===== src/rtl/pwm_pkg.sv =====
package pwm_pkg;
    localparam int SUB_W = 2;
    localparam int PSC_W = 4;

    localparam logic [1:0] A_PERIOD = 2'd0;
    localparam logic [1:0] A_DUTY   = 2'd1;
    localparam logic [1:0] A_CTRL   = 2'd2;
    localparam logic [1:0] A_ACTIVE = 2'd3;

    localparam int C_DLO = 0;
    localparam int C_PSC = 2;
    localparam int C_EN  = 4;

    typedef enum logic {ST_IDLE, ST_RUN} run_state_t;

    function automatic logic [PSC_W-1:0] psc_last(input logic [1:0] code);
        logic [PSC_W-1:0] r;
        unique case (code)
            2'b00:   r = PSC_W'(0);
            2'b01:   r = PSC_W'(3);
            default: r = PSC_W'(15);
        endcase
        return r;
    endfunction
endpackage


===== src/rtl/pwm_regs.sv =====
module pwm_regs
    import pwm_pkg::*;
#(
    parameter int TMR_W = 8,
    localparam int DUTY_W = TMR_W + SUB_W
) (
    input  logic              clk,
    input  logic              rst_n,
    input  logic              wr_en,
    input  logic [1:0]        wr_addr,
    input  logic [TMR_W-1:0]  wr_data,
    input  logic [1:0]        rd_addr,
    input  logic [TMR_W-1:0]  act_hi,
    output logic [TMR_W-1:0]  rd_data,
    output logic [TMR_W-1:0]  period,
    output logic [DUTY_W-1:0] duty_pend,
    output logic [1:0]        psc_sel,
    output logic              enable
);
    logic [TMR_W-1:0] duty_hi;
    logic [SUB_W-1:0] duty_lo;
    logic [TMR_W-1:0] ctrl_view;

    always_ff @(posedge clk or negedge rst_n) begin
        if (!rst_n) begin
            period  <= '0;
            duty_hi <= '0;
            duty_lo <= '0;
            psc_sel <= '0;
            enable  <= 1'b0;
        end else if (wr_en) begin
            unique case (wr_addr)
                A_PERIOD: period  <= wr_data;
                A_DUTY:   duty_hi <= wr_data;
                A_CTRL: begin
                    duty_lo <= wr_data[C_DLO +: SUB_W];
                    psc_sel <= wr_data[C_PSC +: 2];
                    enable  <= wr_data[C_EN];
                end
                default: ;
            endcase
        end
    end

    assign duty_pend = {duty_hi, duty_lo};

    always_comb begin
        ctrl_view = '0;
        ctrl_view[C_DLO +: SUB_W] = duty_lo;
        ctrl_view[C_PSC +: 2]     = psc_sel;
        ctrl_view[C_EN]           = enable;
    end

    always_comb begin
        unique case (rd_addr)
            A_PERIOD: rd_data = period;
            A_DUTY:   rd_data = duty_hi;
            A_CTRL:   rd_data = ctrl_view;
            default:  rd_data = act_hi;
        endcase
    end

    assert_hold_without_write_R2: assert property (@(posedge clk) disable iff (!rst_n)
        !wr_en |=> ($stable(period) && $stable(duty_pend) && $stable(psc_sel) && $stable(enable)));
endmodule


===== src/rtl/pwm_timebase.sv =====
module pwm_timebase
    import pwm_pkg::*;
#(
    parameter int TMR_W = 8
) (
    input  logic             clk,
    input  logic             rst_n,
    input  logic             enable,
    input  logic [TMR_W-1:0] period,
    input  logic [1:0]       psc_sel,
    output logic [TMR_W-1:0] nxt_tmr,
    output logic [SUB_W-1:0] nxt_sub,
    output logic [PSC_W-1:0] nxt_p,
    output logic             load,
    output logic             run_nxt
);
    run_state_t       state, state_nxt;
    logic [TMR_W-1:0] tmr;
    logic [SUB_W-1:0] sub;
    logic [PSC_W-1:0] p;
    logic [PSC_W-1:0] p_last;
    logic             p_wrap, sub_wrap, roll;

    assign p_last   = psc_last(psc_sel);
    assign p_wrap   = (p >= p_last);
    assign sub_wrap = p_wrap && (sub == {SUB_W{1'b1}});
    assign roll     = sub_wrap && (tmr == period);

    always_comb begin
        state_nxt = state;
        load      = 1'b0;
        nxt_tmr   = '0;
        nxt_sub   = '0;
        nxt_p     = '0;
        unique case (state)
            ST_IDLE: begin
                if (enable) begin
                    state_nxt = ST_RUN;
                    load      = 1'b1;
                end
            end
            ST_RUN: begin
                if (!enable) begin
                    state_nxt = ST_IDLE;
                end else if (roll) begin
                    load = 1'b1;
                end else begin
                    nxt_p   = p_wrap ? '0 : p + 1'b1;
                    nxt_sub = p_wrap ? sub + 1'b1 : sub;
                    nxt_tmr = sub_wrap ? tmr + 1'b1 : tmr;
                end
            end
            default: state_nxt = ST_IDLE;
        endcase
    end

    assign run_nxt = (state_nxt == ST_RUN);

    always_ff @(posedge clk or negedge rst_n) begin
        if (!rst_n) begin
            state <= ST_IDLE;
            tmr   <= '0;
            sub   <= '0;
            p     <= '0;
        end else begin
            state <= state_nxt;
            tmr   <= nxt_tmr;
            sub   <= nxt_sub;
            p     <= nxt_p;
        end
    end

    assert_idle_counts_clear_R10: assert property (@(posedge clk) disable iff (!rst_n)
        (state == ST_IDLE) |-> (tmr == '0 && sub == '0 && p == '0));
endmodule


===== src/rtl/pwm_outstage.sv =====
module pwm_outstage
    import pwm_pkg::*;
#(
    parameter int TMR_W = 8,
    localparam int DUTY_W = TMR_W + SUB_W
) (
    input  logic              clk,
    input  logic              rst_n,
    input  logic              load,
    input  logic              run_nxt,
    input  logic [TMR_W-1:0]  nxt_tmr,
    input  logic [SUB_W-1:0]  nxt_sub,
    input  logic [PSC_W-1:0]  nxt_p,
    input  logic [DUTY_W-1:0] duty_pend,
    output logic [DUTY_W-1:0] duty_act,
    output logic              pwm_out
);
    logic hit;

    assign hit = ({nxt_tmr, nxt_sub} == duty_act) && (nxt_p == '0);

    always_ff @(posedge clk or negedge rst_n) begin
        if (!rst_n) begin
            duty_act <= '0;
            pwm_out  <= 1'b0;
        end else if (load) begin
            duty_act <= duty_pend;
            pwm_out  <= |duty_pend;
        end else if (!run_nxt || hit) begin
            pwm_out  <= 1'b0;
        end
    end

    assert_zero_duty_low_R6: assert property (@(posedge clk) disable iff (!rst_n)
        (duty_act == '0) |-> !pwm_out);
    assert_active_only_at_load_R8: assert property (@(posedge clk) disable iff (!rst_n)
        !load |=> $stable(duty_act));
    assert_rise_at_start_R4: assert property (@(posedge clk) disable iff (!rst_n)
        $rose(pwm_out) |-> $past(load));
endmodule


===== src/rtl/pwm_dbuf_top.sv =====
module pwm_dbuf_top
    import pwm_pkg::*;
#(
    parameter int TMR_W = 8
) (
    input  logic             clk,
    input  logic             rst_n,
    input  logic             wr_en,
    input  logic [1:0]       wr_addr,
    input  logic [TMR_W-1:0] wr_data,
    input  logic [1:0]       rd_addr,
    output logic [TMR_W-1:0] rd_data,
    output logic             pwm_out
);
    localparam int DUTY_W = TMR_W + SUB_W;

    logic [TMR_W-1:0]  period;
    logic [DUTY_W-1:0] duty_pend, duty_act;
    logic [1:0]        psc_sel;
    logic              enable;
    logic [TMR_W-1:0]  nxt_tmr;
    logic [SUB_W-1:0]  nxt_sub;
    logic [PSC_W-1:0]  nxt_p;
    logic              load, run_nxt;

    pwm_regs #(.TMR_W(TMR_W)) u_regs (
        .clk(clk), .rst_n(rst_n), .wr_en(wr_en), .wr_addr(wr_addr),
        .wr_data(wr_data), .rd_addr(rd_addr), .act_hi(duty_act[DUTY_W-1:SUB_W]),
        .rd_data(rd_data), .period(period), .duty_pend(duty_pend),
        .psc_sel(psc_sel), .enable(enable)
    );

    pwm_timebase #(.TMR_W(TMR_W)) u_timebase (
        .clk(clk), .rst_n(rst_n), .enable(enable), .period(period),
        .psc_sel(psc_sel), .nxt_tmr(nxt_tmr), .nxt_sub(nxt_sub),
        .nxt_p(nxt_p), .load(load), .run_nxt(run_nxt)
    );

    pwm_outstage #(.TMR_W(TMR_W)) u_outstage (
        .clk(clk), .rst_n(rst_n), .load(load), .run_nxt(run_nxt),
        .nxt_tmr(nxt_tmr), .nxt_sub(nxt_sub), .nxt_p(nxt_p),
        .duty_pend(duty_pend), .duty_act(duty_act), .pwm_out(pwm_out)
    );

    assert_disable_forces_low_R10: assert property (@(posedge clk) disable iff (!rst_n)
        !enable |=> !pwm_out);
endmodule


===== config.mk =====
export PLATFORM = sky130hd
export DESIGN_NAME = pwm_dbuf_top
export DESIGN_NICKNAME = d
export VERILOG_FILES = /design/src/rtl/pwm_pkg.sv /design/src/rtl/pwm_regs.sv /design/src/rtl/pwm_timebase.sv /design/src/rtl/pwm_outstage.sv /design/src/rtl/pwm_dbuf_top.sv
export SDC_FILE = /design/constraint.sdc
export NUM_CORES = 1
export LEC_CHECK = 0
export ABC_AREA = 1
export BUFFER_PORTS_ARGS = -buffer_cell sky130_fd_sc_hd__buf_2
export CORE_AREA = 5 5 90 92
export DETAILED_ROUTE_END_ITERATION = 10
export DIE_AREA = 0 0 95 97
export HOLD_SLACK_MARGIN = 0.02
export SYNTH_ARGS = -nofsm -noshare
export SYNTH_HDL_FRONTEND = slang
export SYNTH_SLANG_ARGS = --single-unit

===== constraint.sdc =====
create_clock -name clk -period 5.95 [get_ports clk]
set_input_delay 0.8925 -clock clk [delete_from_list [all_inputs] [get_ports clk]]
set_output_delay 0.8925 -clock clk [all_outputs]
set_load 0.01 [all_outputs]

After elaboration in Yosys (flattened, before gate mapping) --
Index checks and enable logic that the tools add are counted. Widths: inputs -> output; s select.
Cells by class: add/subtract/negate cells 3, $lt $le $gt $ge 1, equality and inequality tests 8, mux-type cells 20, bitwise operators 1, reduce and logical (&&, ||, !) cells 14
Operator list (number):
- $mux 8 | 4
- $pmux 8 s3 | 1
- $mux 4 | 4
- $eq 10x10->1 | 1
- $reduce_or 10->1 | 1
- $add 8x1->8 const B | 1
- $eq 8x8->1 | 1
- $mux 2 | 4
- $pmux 4 s2 | 1
- $eq 2x1->1 const B | 3
- $eq 2x2->1 const B | 3
- $logic_not 2->1 | 3
- $reduce_and 2->1 | 3
- $mux 1 | 5
- $add 4x1->4 const B | 1
- $ge 4x4->1 | 1
- $logic_not 4->1 | 1
- $logic_and 1x1->1 | 3
- $add 2x1->2 const B | 1
- $pmux 1 s2 | 1
- $reduce_bool 2->1 | 1
- $logic_not 1->1 | 1
- $logic_or 1x1->1 | 1
- $not 1->1 | 1
Storage, ports and cells: flip-flop bits (word level) 47, output and inout bits 9, logic and storage cells 58

Logic depth before layout (Yosys ltp) --
Gate-level depths: netlist (run 1).
depth after elaboration 13, gate-level depth with buffers 22, mapped depth without buffers 22

Hierarchy --
A second synthesis (run 1) with hierarchy kept.
Second synthesis, totals: cell total of the unflattened synthesis 360, area, all modules 2806.4 µm²
Modules (own cells, without submodules):
- pwm_timebase | times used 1, cells an instance 158, area an instance 1091.0 µm²
- pwm_regs | times used 1, cells an instance 122, area an instance 1069.8 µm²
- pwm_outstage | times used 1, cells an instance 80, area an instance 645.6 µm²

Worst setup path after synthesis (run 1) --
OpenSTA, ideal clock, no wires.
path type input to output, start point input port rd_addr[1], end point output port rd_data[0], arrival 1.479 ns, required time 5.058 ns, setup slack 3.578 ns, cell stages on the path 3, path buffers 0, cell sequence nor2_1 > a221oi_1 > o21ai_0
Between the ends: cells in the longest elaborated chain, start to end 2
RTL lines:
- start, declared | RTL line pwm_dbuf_top.sv:11 | input logic [1:0] rd_addr,
- $eq 2x2->1 (tied with other cells) | RTL line pwm_regs.sv:55 | unique case (rd_addr)
- $pmux 8 s3 * | RTL line pwm_regs.sv:55
- end, declared | RTL line pwm_dbuf_top.sv:12 | output logic [TMR_W-1:0] rd_data,
Mark *: on every way between the ends. The rest lies on a longest branch, timed or not.

Worst setup path after layout (run 1) --
start point input port rd_addr[1], end point output port rd_data[2]
Same word-level chain as after synthesis.

==> reports/results.txt, run 1 <==
The flow ran to the end, and the final reports show no timing, DRC or antenna violations. On the critical path the largest part of the delay comes from simple AND/OR/NAND/NOR gates. The setup-violating endpoint count in the final report came out at 0.

Summing over every cut layer, the via total after detailed routing is 2378. The post-place setup slack was 3180 ps. VDD sags by at most 181 µV. The mapped netlist covers 0.00277 mm². The die width came out at 95 µm. Walking the worst path, the cells encountered are buf_2 -> nor2_1 -> a221oi_1 -> o21ai_0 -> buf_2.

Clock skew on the completed layout was measured at 6.38 ps. TritonCTS built the clock tree. The initial cell density of the core is 0.388, and the yosys synthesis warning count is 0. The final routed wirelength across all metal layers is 6440 µm.

After detailed routing, the number of remaining DRC violations is 0. Synthesis produced a netlist with a net count of 401. The switching share of total power is 0.366, and the antenna diode instance count is 0.

Detailed placement ended at an HPWL of 4980 µm. Setup total negative slack on the finished layout was measured at 0 ps. Based on the critical path, the design can be clocked at up to 358 MHz.

The worst setup path is launched from an input pin. In this run, the number of DRC markers left after iteration 0 of detailed routing was 119. The register-to-register setup slack was 3160 ps. In this run the static leakage power is 1.62 nW. The sequential power share is 0.502. The number of buffers added for setup after CTS is 0, and the total placed instance area is 0.00296 mm².

Once placement completed, the tool counted placed cells totaling 494. For hold timing, the worst endpoint is u_regs.duty_hi[7]. On the worst path, the slowest cell contributes a delay of 430 ps.

Counting every sink on the clock net gives 47. In this run the critical register-to-register path is captured at u_outstage.pwm_out. From bottom edge to top edge, the die measures 97 µm. For the pin with the worst max-slew slack, the measured transition is 1040 ps. The instance count along the most critical hold path works out to 2. Worst setup path category: input pin to output pin. For the number of buffers created by CTS, the log shows 5. After synthesis, the cell types taking the most area are sky130_fd_sc_hd__dfrtp_1, sky130_fd_sc_hd__nand2_1, sky130_fd_sc_hd__inv_1. The number of global-route vias before repair is 2325, and the final period demand of the worst path is 2800 ps. The switching power summed over all nets is 311 µW. The layout has 743 filler cells. Counting along the longest clock path gives a buffer depth of 2. Dividing the detail-routed wire length by the instance count gives 12.8 µm. The count of buffers from port buffering was 23. The first global-routing pass estimated 11000 µm of wire.

The run gives 5060 ps as the data required time at the worst endpoint. Entering global routing, the biggest net connects 48 pins. The tools report the global routing usage summed across all routing layers as 0.151. The relative contribution of combinational cells to total power was 0.272; the site row count was 31.

In this run the power density over the cells is 279 mW/mm². The startpoint identified for the worst hold timing path is u_regs.duty_hi[7]. Type of the worst min-delay path: flop to flop. Averaged over all synthesized cells, the footprint is 7.30 µm². The most frequent cell on the critical path is sky130_fd_sc_hd__buf_2. Number of hold buffers added after cts: 0. The synthesized design contains 0 enable-type register cells.

The final-layout worst hold slack was 496 ps. After the flow finishes, the layout carries non-filler instances totaling 502. The logs give 0 for the number of hold-slack violations in the final timing report and 0 for the count of pins over their slew limit. The detail-routed via count per cell is 4.74. Routability-driven placement finished with a final weighted congestion of 0.865. The async set or reset register ratio after synthesis came out at 1.00.

At the worst endpoint, the arrival time is 1900 ps. The area overhead of the layout relative to synthesis was 10.0%; the largest driver fanout on the critical path was 8. The clock-pin transition on the worst setup and hold timing paths is 90 ps. The largest total area in the synthesized netlist belongs to sky130_fd_sc_hd__dfrtp_1. Among all flip-flop cells after synthesis, the most frequent one is sky130_fd_sc_hd__dfrtp_1. The library cell used most frequently in the layout, excluding fill and tap cells, is sky130_fd_sc_hd__nand2_1. The tools report the portion of total power attributed to the clock network as 0.226.

The logs give 0.00922 mm² for the area of the die and 538 µW for the internal power summed over all cells. For this design, the slowest cell found on the critical path is sky130_fd_sc_hd__nor2_1. Setup repair after global routing left no endpoint under its margin. For this run, the post-layout net count is 424. The area fraction of the dominant cell type after synthesis is 0.425, and the post-detailed-route count of antenna-violating nets is 0.

The total congestion overflow after global routing was 0; the number of antenna violations at the first check in global routing was 0. The tools report the endpoint class of the critical path as an output pin. The number of gates resized after CTS was 0. The fraction of layout instances using a drive strength above 1 was 0.119; the standard cell core area was 0.00714 mm². Before antenna repair, the detailed router went through 4 iterations.

The cell at the root of the clock tree is sky130_fd_sc_hd__clkbuf_8. The beginning of the worst register-to-register path was u_regs.psc_sel[1]. Synthesis produced a netlist whose cell count is 379. The run gives 2 as the deepest level of the CTS H-tree. The tools report the sequential fraction of the synthesis area as 0.425. The number of register bits inferred by synthesis is 47, and the number of unique standard cell types used by synthesis is 29. Counting cells, the worst reg-to-reg path comes to 17. The library cells used most frequently in the layout, excluding fill and tap cells, are sky130_fd_sc_hd__nand2_1, sky130_fd_sc_hd__inv_1, sky130_fd_sc_hd__dfrtp_1, sky130_fd_sc_hd__nor2_1, sky130_fd_sc_hd__o21ai_0. The remaining max-slew budget at the tightest pin was 0.308.

The count of buffering cells on the critical path with inverters included was 2. Summing all non-filler instances in the final layout gives an area of 0.00304 mm². The post-route clock period utilization works out to 0.470. Clock latency on the worst-skew pair, taken at its later pin, is 300 ps.

Across the run, the number of max-cap violations was 0. In this run the count of I/O pins placed on the die edge is 24. The minimum setup slack in the final design was 3150 ps.
worst max path at each step:
stage                                 start            endpoint  slack, ps  depth (start not counted)
final                            rd_addr[1]          rd_data[2]       3150                          5
after global routing      u_regs.psc_sel[1]  u_outstage.pwm_out       2990                         19
after CTS                 u_regs.psc_sel[1]  u_outstage.pwm_out       3170                         17
after detailed placement         rd_addr[1]          rd_data[2]       3180                          5
after global placement           rd_addr[1]          rd_data[2]       3210                          5
after floorplan                  rd_addr[1]          rd_data[0]       3580                          3
per-layer routing:
metal | global-route usage | vias to the layer above | share of wire
li1 | - | 1253 | -
met1 | 0.196 | 1069 | 0.48
met2 | 0.243 | 43 | 0.46
met3 | 0.0326 | 13 | 0.039
met4 | 0.0577 | 0 | 0.027
met5 | 0 | - | 0
power groups by stage:
stage               combinational [mW]  sequential [mW]  clock (mW)
floorplan                        0.173            0.413           0
global placement                 0.227            0.431           0
detailed placement               0.233            0.432           0
CTS                              0.234            0.426       0.197
global route                     0.268            0.434       0.208
finish                           0.231            0.426       0.192
worst register-to-register path: stages (launching register included):
cell and delay (ps):
sky130_fd_sc_hd__dfrtp_1 440, sky130_fd_sc_hd__nor2_1 230, sky130_fd_sc_hd__inv_1 70, sky130_fd_sc_hd__ha_1 280, sky130_fd_sc_hd__nand4_1 170, sky130_fd_sc_hd__nand3_4 240, sky130_fd_sc_hd__nand2_4 170, sky130_fd_sc_hd__inv_2 70
sky130_fd_sc_hd__nand2_4 170, sky130_fd_sc_hd__nand2_4 100, sky130_fd_sc_hd__nor2_1 140, sky130_fd_sc_hd__nand2_1 60, sky130_fd_sc_hd__nand2_1 100, sky130_fd_sc_hd__nand3_1 80, sky130_fd_sc_hd__nor2_1 170, sky130_fd_sc_hd__nand2_1 90
sky130_fd_sc_hd__nand2_1 60, sky130_fd_sc_hd__nand2_1 40
synth_stat cells, types with 3 or more instances:
cell,number
sky130_fd_sc_hd__nand2_1,126
sky130_fd_sc_hd__inv_1,58
sky130_fd_sc_hd__dfrtp_1,47
sky130_fd_sc_hd__nor2_1,28
sky130_fd_sc_hd__o21ai_0,28
sky130_fd_sc_hd__nand3_1,20
sky130_fd_sc_hd__nand4_1,10
sky130_fd_sc_hd__ha_1,7
sky130_fd_sc_hd__o21ai_1,6
sky130_fd_sc_hd__inv_2,5
sky130_fd_sc_hd__nand2_4,5
sky130_fd_sc_hd__nor3_1,5
sky130_fd_sc_hd__a21oi_1,4
sky130_fd_sc_hd__nand3_2,3
sky130_fd_sc_hd__o221ai_1,3
sky130_fd_sc_hd__xnor2_1,3
stage by stage:
stage	utilization	total power [mW]
floorplan	-	0.586
global placement	0.414	0.658
detailed placement	0.414	0.664
CTS	0.427	0.857
global route	0.427	0.910
finish	0.427	0.849
kinds of logic after synthesis:
logic type                 share of synthesized area
adders and majority gates                     0.0317
xor gates and xnor gates                     0.00950
DFF                                            0.425
AOI/OAI and AO/OA                              0.105
buffers and inverters                          0.104
and+or+nand+nor                                0.325
flip-flops by register name, indices dropped and copies added, names as in the netlist:
name                 flops
u_outstage.duty_act     10
u_outstage.pwm_out       1
u_regs.duty_hi           8
u_regs.duty_lo           2
u_regs.enable            1
u_regs.period            8
u_regs.psc_sel           2
u_timebase.p             4
u_timebase.state         1
u_timebase.sub           2
u_timebase.tmr           8
final cells by class:
type                       instances  area, µm²  share of cell area
clock buffer                       5       68.8              0.0226
clock inverter                     3       20.0             0.00658
inverter                          63        236              0.0777
multi-input combinational        262       1300               0.428
sequential                        47       1180               0.386
tap                               99        124              0.0407
timing repair buffer              23        115              0.0378
Power figures use the tool's default switching activity.
==> run 2, diff against run 1 <==
ABC_AREA = 0   (was 1)
CORE_AREA = 5 5 88 90   (was 5 5 90 92)
DIE_AREA = 0 0 93 95   (was 0 0 95 97)
clock period = 2.5 ns   (was 5.95 ns; I/O delays follow)
==> reports/results.txt, run 2 <==
After synthesis, the cell types taking the most area are sky130_fd_sc_hd__dfrtp_1, sky130_fd_sc_hd__mux2_2, sky130_fd_sc_hd__mux4_2. The dominant delay contributor by cell family on the critical path is compound AO/OA/AOI/OAI gates. The clock-pin transition on the worst setup and hold timing paths was 100 ps (about the same); the number of nets produced by synthesis was 246 (-39%). STA classifies the critical path startpoint as a flop.

The number of hold buffers added after cts was 0 (unchanged). The tools report the weighted congestion at the end of routability-driven global placement as 0.850 (-1.8%). The count of placed standard cells in the final layout, fillers left out was 343 (-32%). The run gives 50 (+72%) as the number of unique standard cell types used by synthesis.

The count of buffers from port buffering came out at 23 (unchanged). The cell at the root of the clock tree was sky130_fd_sc_hd__clkbuf_8. Slowest cell on the critical path: sky130_fd_sc_hd__dfrtp_1.

The logs give 0.377 (-0.0102) for the initial cell density of the core and 47 (unchanged) for the total clock sinks. For the worst clock skew, the log shows 11.6 ps (+5.18 ps). The relative contribution of combinational cells to total power was 0.310 (+0.038); the standard cell core area was 0.00698 mm² (-2.2%). The logs give 1904 (-20%) for the total vias in the final route and 0 (unchanged) for the count of pins over their slew limit.

The fraction of layout instances using a drive strength above 1 is 0.398 (+0.279). The switching power summed over all nets was 799 µW (+160%). Die width: 93 µm (-2.1%).

By startpoint and endpoint, the worst setup path is classified as flop to flop. The logs give 453 µV (+150%) for the peak supply drop and 0.00884 mm² (-4.1%) for the area of the die. The number of register bits inferred by synthesis was 47 (unchanged). The detailed-router iteration count before antenna repair is 4 (unchanged), and the number of antenna violations at the first check in global routing is 0 (unchanged). The logs give 0 (unchanged) for the post-detailed-route count of antenna-violating nets and 0.00264 mm² (-4.7%) for the cell area after synthesis. sky130_fd_sc_hd__dfrtp_1 is the most common cell in the netlist. The detailed-route DRC error count is 0 (unchanged), and the minimum setup slack in the final design is 42.2 ps (-3110 ps). The prevailing post-synth register cell is sky130_fd_sc_hd__dfrtp_1.

Type of the worst min-delay path: input pin to async pin. Setup repair after global routing could not meet its margin everywhere. The setup-violating endpoint count in the final report is 0 (unchanged). Highest cell delay on the worst timing path: 380 ps (-50 ps).

The wire length per cell after detailed routing came out at 17.4 µm (+36%). The run finished with clean final reports. Static timing analysis puts the maximum clock frequency at 407 MHz. The pin count of the biggest net entering global routing came out at 27 (-44%). Final period demand of the worst path: 2460 ps. For the deepest level of the CTS H-tree, the log shows 2 (unchanged).

The async set or reset register ratio after synthesis was 1.00 (unchanged). The endpoint class of the critical path was a flop. The total congestion overflow after global routing is 0 (unchanged), and the count of pins on the block boundary is 24 (unchanged). The run gives 1938 (-17%) as the number of global-route vias before repair. For the worst-skew pair later-pin latency, the log shows 300 ps (about the same). The count of flip-flops with a built-in enable after synthesis is 0 (unchanged), and the reported max-cap violation count is 0 (unchanged). The critical path goes through or2_4 -> ha_1 -> nor3b_2 -> o21a_2 -> buf_4 -> o31a_2 -> o21ba_2 -> xor2_1 -> nor3_2 -> a31oi_1. The data required time at the worst endpoint was 2680 ps (-2380 ps); the global routing usage summed across all routing layers was 0.148 (-0.00284). The mean area per synthesized cell works out to 11.8 µm² (+61%). The run gives 5 (unchanged) as the number of buffers created by CTS. The placed cell count came out at 332 (-33%). Of all cell types, the one taking the most synthesized area is sky130_fd_sc_hd__dfrtp_1.

The number of hold-slack violations in the final timing report came out at 0 (unchanged). Most common library cell in the layout ignoring fill and taps: sky130_fd_sc_hd__dfrtp_1. The die height is 95 µm (-2.1%), and the sequential power share is 0.484 (-0.018).

The initial DRC count was 46 (-61%); the post-synthesis instance total was 224 (-41%). The tools report the antenna diode instance count as 0 (unchanged). The tools report the standby leakage power as 1.30 nW (-19%). The tools report the post-place setup slack as -170 ps (-3350 ps). The run gives 0.446 (+0.0212) as the sequential fraction of the synthesis area. The detail-routed via count per cell works out to 5.55 (+17%). The yosys synthesis warning count was 0 (unchanged). The logs give 10100 µm (-8.1%) for the wire length of the first global-routing pass and 0.206 (-0.020) for the portion of total power attributed to the clock network.

The library cells used most frequently in the layout, excluding fill and tap cells, are sky130_fd_sc_hd__dfrtp_1, sky130_fd_sc_hd__mux2_2, sky130_fd_sc_hd__buf_2, sky130_fd_sc_hd__buf_4, sky130_fd_sc_hd__xnor2_1. Post-route clock period utilization: 0.983. The site row count came out at 31 (unchanged). The final routed wirelength across all metal layers was 5980 µm (-7.1%); the final-stage net count was 282 (-33%). The switching share of total power is 0.344 (-0.0214), and the count of buffering cells on the critical path with inverters included is 1 (-1). The power per standard cell area is 752 mW/mm² (+170%), and the placed wire-length estimate is 4550 µm (-8.7%). The remaining max-slew budget at the tightest pin was 0.601 (+0.293); the internal power summed over all cells was 1.52 mW (+180%). Ranked by instance count, the synthesized netlist is headed by sky130_fd_sc_hd__dfrtp_1, sky130_fd_sc_hd__mux2_2, sky130_fd_sc_hd__xnor2_1. TritonCTS built the clock tree. The transition at the pin with the smallest max-transition slack works out to 599 ps (-439 ps). u_outstage.duty_act holds more flip-flops than any other register.

The number of flip-flops in the largest register works out to 10 (unchanged). From synthesis to final layout, the design area changed by 17.0%. The worst endpoint data arrival time was 2630 ps (+730 ps); the largest driver fanout on the critical path was 7 (-1). The area fraction of the dominant cell type after synthesis works out to 0.446 (+0.0212).

For the number of buffers on the longest clock path, the log shows 2 (unchanged).
[run 2: cell count changes after synthesis, sizes merged, moves of 5 or more]
cell	change
inv	-54
mux4	+5
xnor2	+10
mux2i	+5
mux2	+31
nor2	-21
o21ai	-25
nand3	-13
nand4	-7
xor2	+8
nand2	-123
[run 2: logic make-up after synthesis]
| logic type | after synthesis | share of synthesized area |
|---|---|---|
| compound gates | 34 | 0.100 |
| mux | 41 | 0.194 |
| fa+ha+maj | 7 | 0.0332 |
| xor+xnor | 21 | 0.0727 |
| flops | 47 | 0.446 |
| simple gates | 57 | 0.121 |
| buf+inv | 17 | 0.0328 |
[run 2: power groups by stage]
stage	combinational, mW	sequential, mW	clock (mW)
floorplan	0.498	1.06	0
global placement	0.662	1.12	0
detailed placement	0.679	1.13	0
CTS	0.690	1.11	0.491
global route	0.795	1.14	0.526
finish	0.718	1.12	0.479
[run 2: worst register-to-register path, stage by stage, from the launching register on]
cell and delay (ps):
sky130_fd_sc_hd__dfrtp_1 380, sky130_fd_sc_hd__or2_4 250, sky130_fd_sc_hd__ha_1 280, sky130_fd_sc_hd__nor3b_2 50, sky130_fd_sc_hd__o21a_2 270, sky130_fd_sc_hd__buf_4 170, sky130_fd_sc_hd__o31a_2 320, sky130_fd_sc_hd__o21ba_2 230
sky130_fd_sc_hd__xor2_1 150, sky130_fd_sc_hd__nor3_2 130, sky130_fd_sc_hd__a31oi_1 100
[run 2: routing by layer]
metal,vias to the layer above,wire length (µm),part of all wire,GRT usage
li1,900,-,-,-
met1,970,2750,0.46,0.193
met2,28,2960,0.50,0.244
met3,6,199,0.033,0.0343
met4,0,72,0.012,0.0476
met5,-,0,0,0
[run 2: timing repair]
item,CTS,global route
endpoints found under the setup margin,1,11
setup buffers,1,2
pin swaps,3,9
gates resized for setup,2,14
[run 2: path summary, 6_finish.rpt]
check                                   from            endpoint  cells after the start  slack [ps]
max                        u_regs.psc_sel[1]  u_outstage.pwm_out                     10          40
min in group clk                  wr_data[5]   u_regs.duty_hi[5]                      2         310
max in group asynchronous              rst_n   u_regs.duty_lo[1]                      2        1820
min reg2reg                    u_regs.enable    u_timebase.state                      0         500
min                                    rst_n    u_regs.period[6]                      1          60
max reg2reg                u_regs.psc_sel[1]  u_outstage.pwm_out                     10          40
[run 2: area by class of cell]
type / instances / area (µm²)
fillers: 654 / 3900
multi-input cells: 160 / 1460
flip-flops and latches: 47 / 1180
repair buffers: 37 / 220
well taps: 82 / 103
clock buffers: 5 / 68.8
inverters: 9 / 33.8
clock inverters: 3 / 25.0
[run 2: stage by stage]
stage / utilization / cell area [µm²] / power (mW) / setup TNS (ps) / hold slack, ps
detailed placement: 0.413 / 2880 / 1.81 / -170 / 417
finish: 0.442 / 3080 / 2.32 / 0 / 62.9
global route: 0.442 / 3080 / 2.46 / -92.6 / 85.8
CTS: 0.428 / 2990 / 2.30 / -57.8 / 73.8
floorplan: - / 2640 / 1.55 / 0 / 79.4
global placement: 0.413 / 2880 / 1.79 / -20.0 / 415
==> run 3, diff against run 2 <==
SETUP_SLACK_MARGIN = 0.05   (was unset)
==> reports/results.txt, run 3 (synthesis gave the netlist of run 2 again) <==
The run finished with clean final reports. STA classifies the critical path endpoint as a flop. The highest cell delay on the worst timing path is 380 ps (about the same), and the number of global-route vias before repair is 2028 (+4.6%). The tools report the worst-skew pair later-pin latency as 310 ps (about the same).

The run gives 24 (-11%) as the pin count of the biggest net entering global routing. Total clock sinks: 47 (unchanged). Setup repair after global routing could not meet its margin everywhere. The count of pins on the block boundary is 24 (unchanged). Dominant delay contributor by cell family on the critical path: compound AO/OA/AOI/OAI gates. The initial cell density of the core came out at 0.377 (unchanged).

The fraction of layout instances using a drive strength above 1 came out at 0.425 (+0.0264). The placed cell count is 336 (+1.2%). The number of buffers on the longest clock path was 2 (unchanged). Final-layout worst hold slack: 43.7 ps (-19.2 ps). The tightest min-delay check is of the input pin to async pin type. The most numerous cell type found on the critical path is sky130_fd_sc_hd__buf_6. The final-stage net count is 294 (+4.3%), and the number of flip-flops in the largest register is 10 (unchanged). The worst clock skew is 10.5 ps (-1.01 ps), and the area overhead of the layout relative to synthesis is 22.9%. The count of placed standard cells in the final layout, fillers left out is 355 (+3.5%). The register with the most flip-flops was u_outstage.duty_act.

The run gives 0 (unchanged) as the count of pins over their slew limit. The total vias in the final route is 1969 (+3.4%). Largest driver fanout on the critical path: 4 (-3).

The tools report the site row count as 31 (unchanged). Peak supply drop: 468 µV (+3.2%). The logs give 0 (unchanged) for the reported max-cap violation count and 0.00698 mm² (unchanged) for the standard cell core area. The final routed wirelength across all metal layers is 6290 µm (+5.2%). TritonCTS built the clock tree. The logs give 0 (unchanged) for the number of hold-slack violations in the final timing report and 0 (unchanged) for the post-detailed-route count of antenna-violating nets. The logs give 0 (unchanged) for the antenna diode instance count and 4660 µm (+2.4%) for the placed wire-length estimate. The highest attainable clock frequency was 402 MHz (-1.2%); the transition at the pin with the smallest max-transition slack was 545 ps (-53.6 ps).

The setup-violating endpoint count in the final report is 0 (unchanged), and the minimum setup slack in the final design is 11.3 ps (-30.9 ps). The post-place setup slack came out at -93.1 ps (+76.8 ps). For the weighted congestion at the end of routability-driven global placement, the log shows 0.774 (-9.0%). The post-route clock period utilization is 0.995 (+0.0124).

The tools report the total negative slack as 0 ps (unchanged). The critical path in this run is classified as flop to flop. The total congestion overflow after global routing was 0 (unchanged). For the number of buffers created by CTS, the log shows 5 (unchanged). The cell at the root of the clock tree is sky130_fd_sc_hd__clkbuf_8. The run gives 2740 ps (+60 ps) as the data required time at the worst endpoint. The wire length of the first global-routing pass is 10400 µm (+2.1%), and the detailed-route DRC error count is 0 (unchanged). The kind of launch point of the worst setup path was a flop.

Detailed-router iteration count before antenna repair: 4 (unchanged). For the initial DRC count, the log shows 115 (+150%). The final period demand of the worst path came out at 2490 ps (+30.9 ps). The count of buffers from port buffering works out to 23 (unchanged). The detail-routed via count per cell is 5.55 (about the same). Remaining max-slew budget at the tightest pin: 0.636 (+0.0357). The slowest stage of the critical path belongs to the cell sky130_fd_sc_hd__dfrtp_1. The library cells used most frequently in the layout, excluding fill and tap cells, are sky130_fd_sc_hd__dfrtp_1, sky130_fd_sc_hd__mux2_2, sky130_fd_sc_hd__buf_2, sky130_fd_sc_hd__buf_4. The total power consumption of the routed design came out at 2.59 mW (+12%). The standby leakage power is 1.37 nW (+5.0%).

The count of buffering cells on the critical path with inverters included came out at 4 (+3). The area of the die was 0.00884 mm² (unchanged). The clock-pin transition on the worst setup and hold timing paths came out at 100 ps (about the same). The deepest level of the CTS H-tree was 2 (unchanged). Leaving out fill and tap cells, the most frequent cell in the layout is sky130_fd_sc_hd__dfrtp_1. The critical path goes through or2_4 -> inv_4 -> ha_4 -> o211ai_1 -> o21a_4 -> o41ai_4 -> buf_4 -> buf_6 -> buf_6 -> and2b_1 -> a311o_1 -> a31oi_1. Number of antenna violations at the first check in global routing: 0 (unchanged). The die width was 93 µm (unchanged); the wire length per cell after detailed routing was 17.7 µm (+1.7%).

The power per standard cell area was 801 mW/mm² (+6.4%); the die height was 95 µm (unchanged). The run gives 0.151 (+0.00341) as the global routing usage summed across all routing layers. For the worst endpoint data arrival time, the log shows 2730 ps (+100 ps).
-- run 3: worst paths after layout --
kind | startpoint | endpoint | slack [ps] | cells past startpoint
worst max-delay path | u_regs.psc_sel[1] | u_outstage.pwm_out | 10 | 12
worst min-delay path | rst_n | u_outstage.duty_act[4] | 40 | 1
worst max register to register | u_regs.psc_sel[1] | u_outstage.pwm_out | 10 | 12
worst min register to register | u_timebase.p[0] | u_timebase.p[0] | 510 | 1
max in group asynchronous | rst_n | u_regs.duty_hi[3] | 1850 | 2
min in group clk | wr_data[7] | u_regs.period[7] | 310 | 2
-- run 3: stage by stage --
| step | area, µm² | util |
|---|---|---|
| 5_1_grt | 3240 | 0.464 |
| 6_report | 3240 | 0.464 |
| 4_1_cts | 3120 | 0.447 |
| 3_3_place_gp | 2920 | 0.418 |
| 2_1_floorplan | 2640 | - |
| 3_5_place_dp | 2920 | 0.418 |
-- run 3: power breakdown --
group / switching (mW) / internal (mW)
sequential: 0.199 / 0.920
combinational: 0.350 / 0.448
clock: 0.277 / 0.399
total: 0.826 / 1.77
-- run 3: layout make-up --
type,count,area [µm²]
flip-flops and latches,47,1180
repair buffers,48,310
clock buffers,5,68.8
inverters,9,36.3
fillers,662,3740
clock inverters,3,67.6
well taps,82,103
multi-input cells,161,1480
-- run 3: worst reg2reg max path: cells and delay by family, from the launching register on --
| family | cells | cell delay [ps] |
|---|---|---|
| compound gates | 5 | 980 |
| simple gates | 2 | 420 |
| buf+inv | 4 | 470 |
| flops | 1 | 380 |
| fa+ha+maj | 1 | 180 |
-- run 3: timing repair --
| action | 4_1_cts | 5_1_grt |
|---|---|---|
| endpoints found under the setup margin | 11 | 11 |
| resized for setup | 7 | 14 |
| hold buffers | 0 | 0 |
| gates cloned | 1 | 0 |
| pin swaps | 7 | 14 |
| endpoints found under the hold margin | 0 | 0 |
| buffers inserted | 4 | 7 |
-- run 3: layer usage --
layer,global-route usage,share of wire,wire [µm]
met4,0.0379,0.012,73
met5,0,0,0
met1,0.202,0.44,2800
met2,0.254,0.51,3240
met3,0.0303,0.028,179
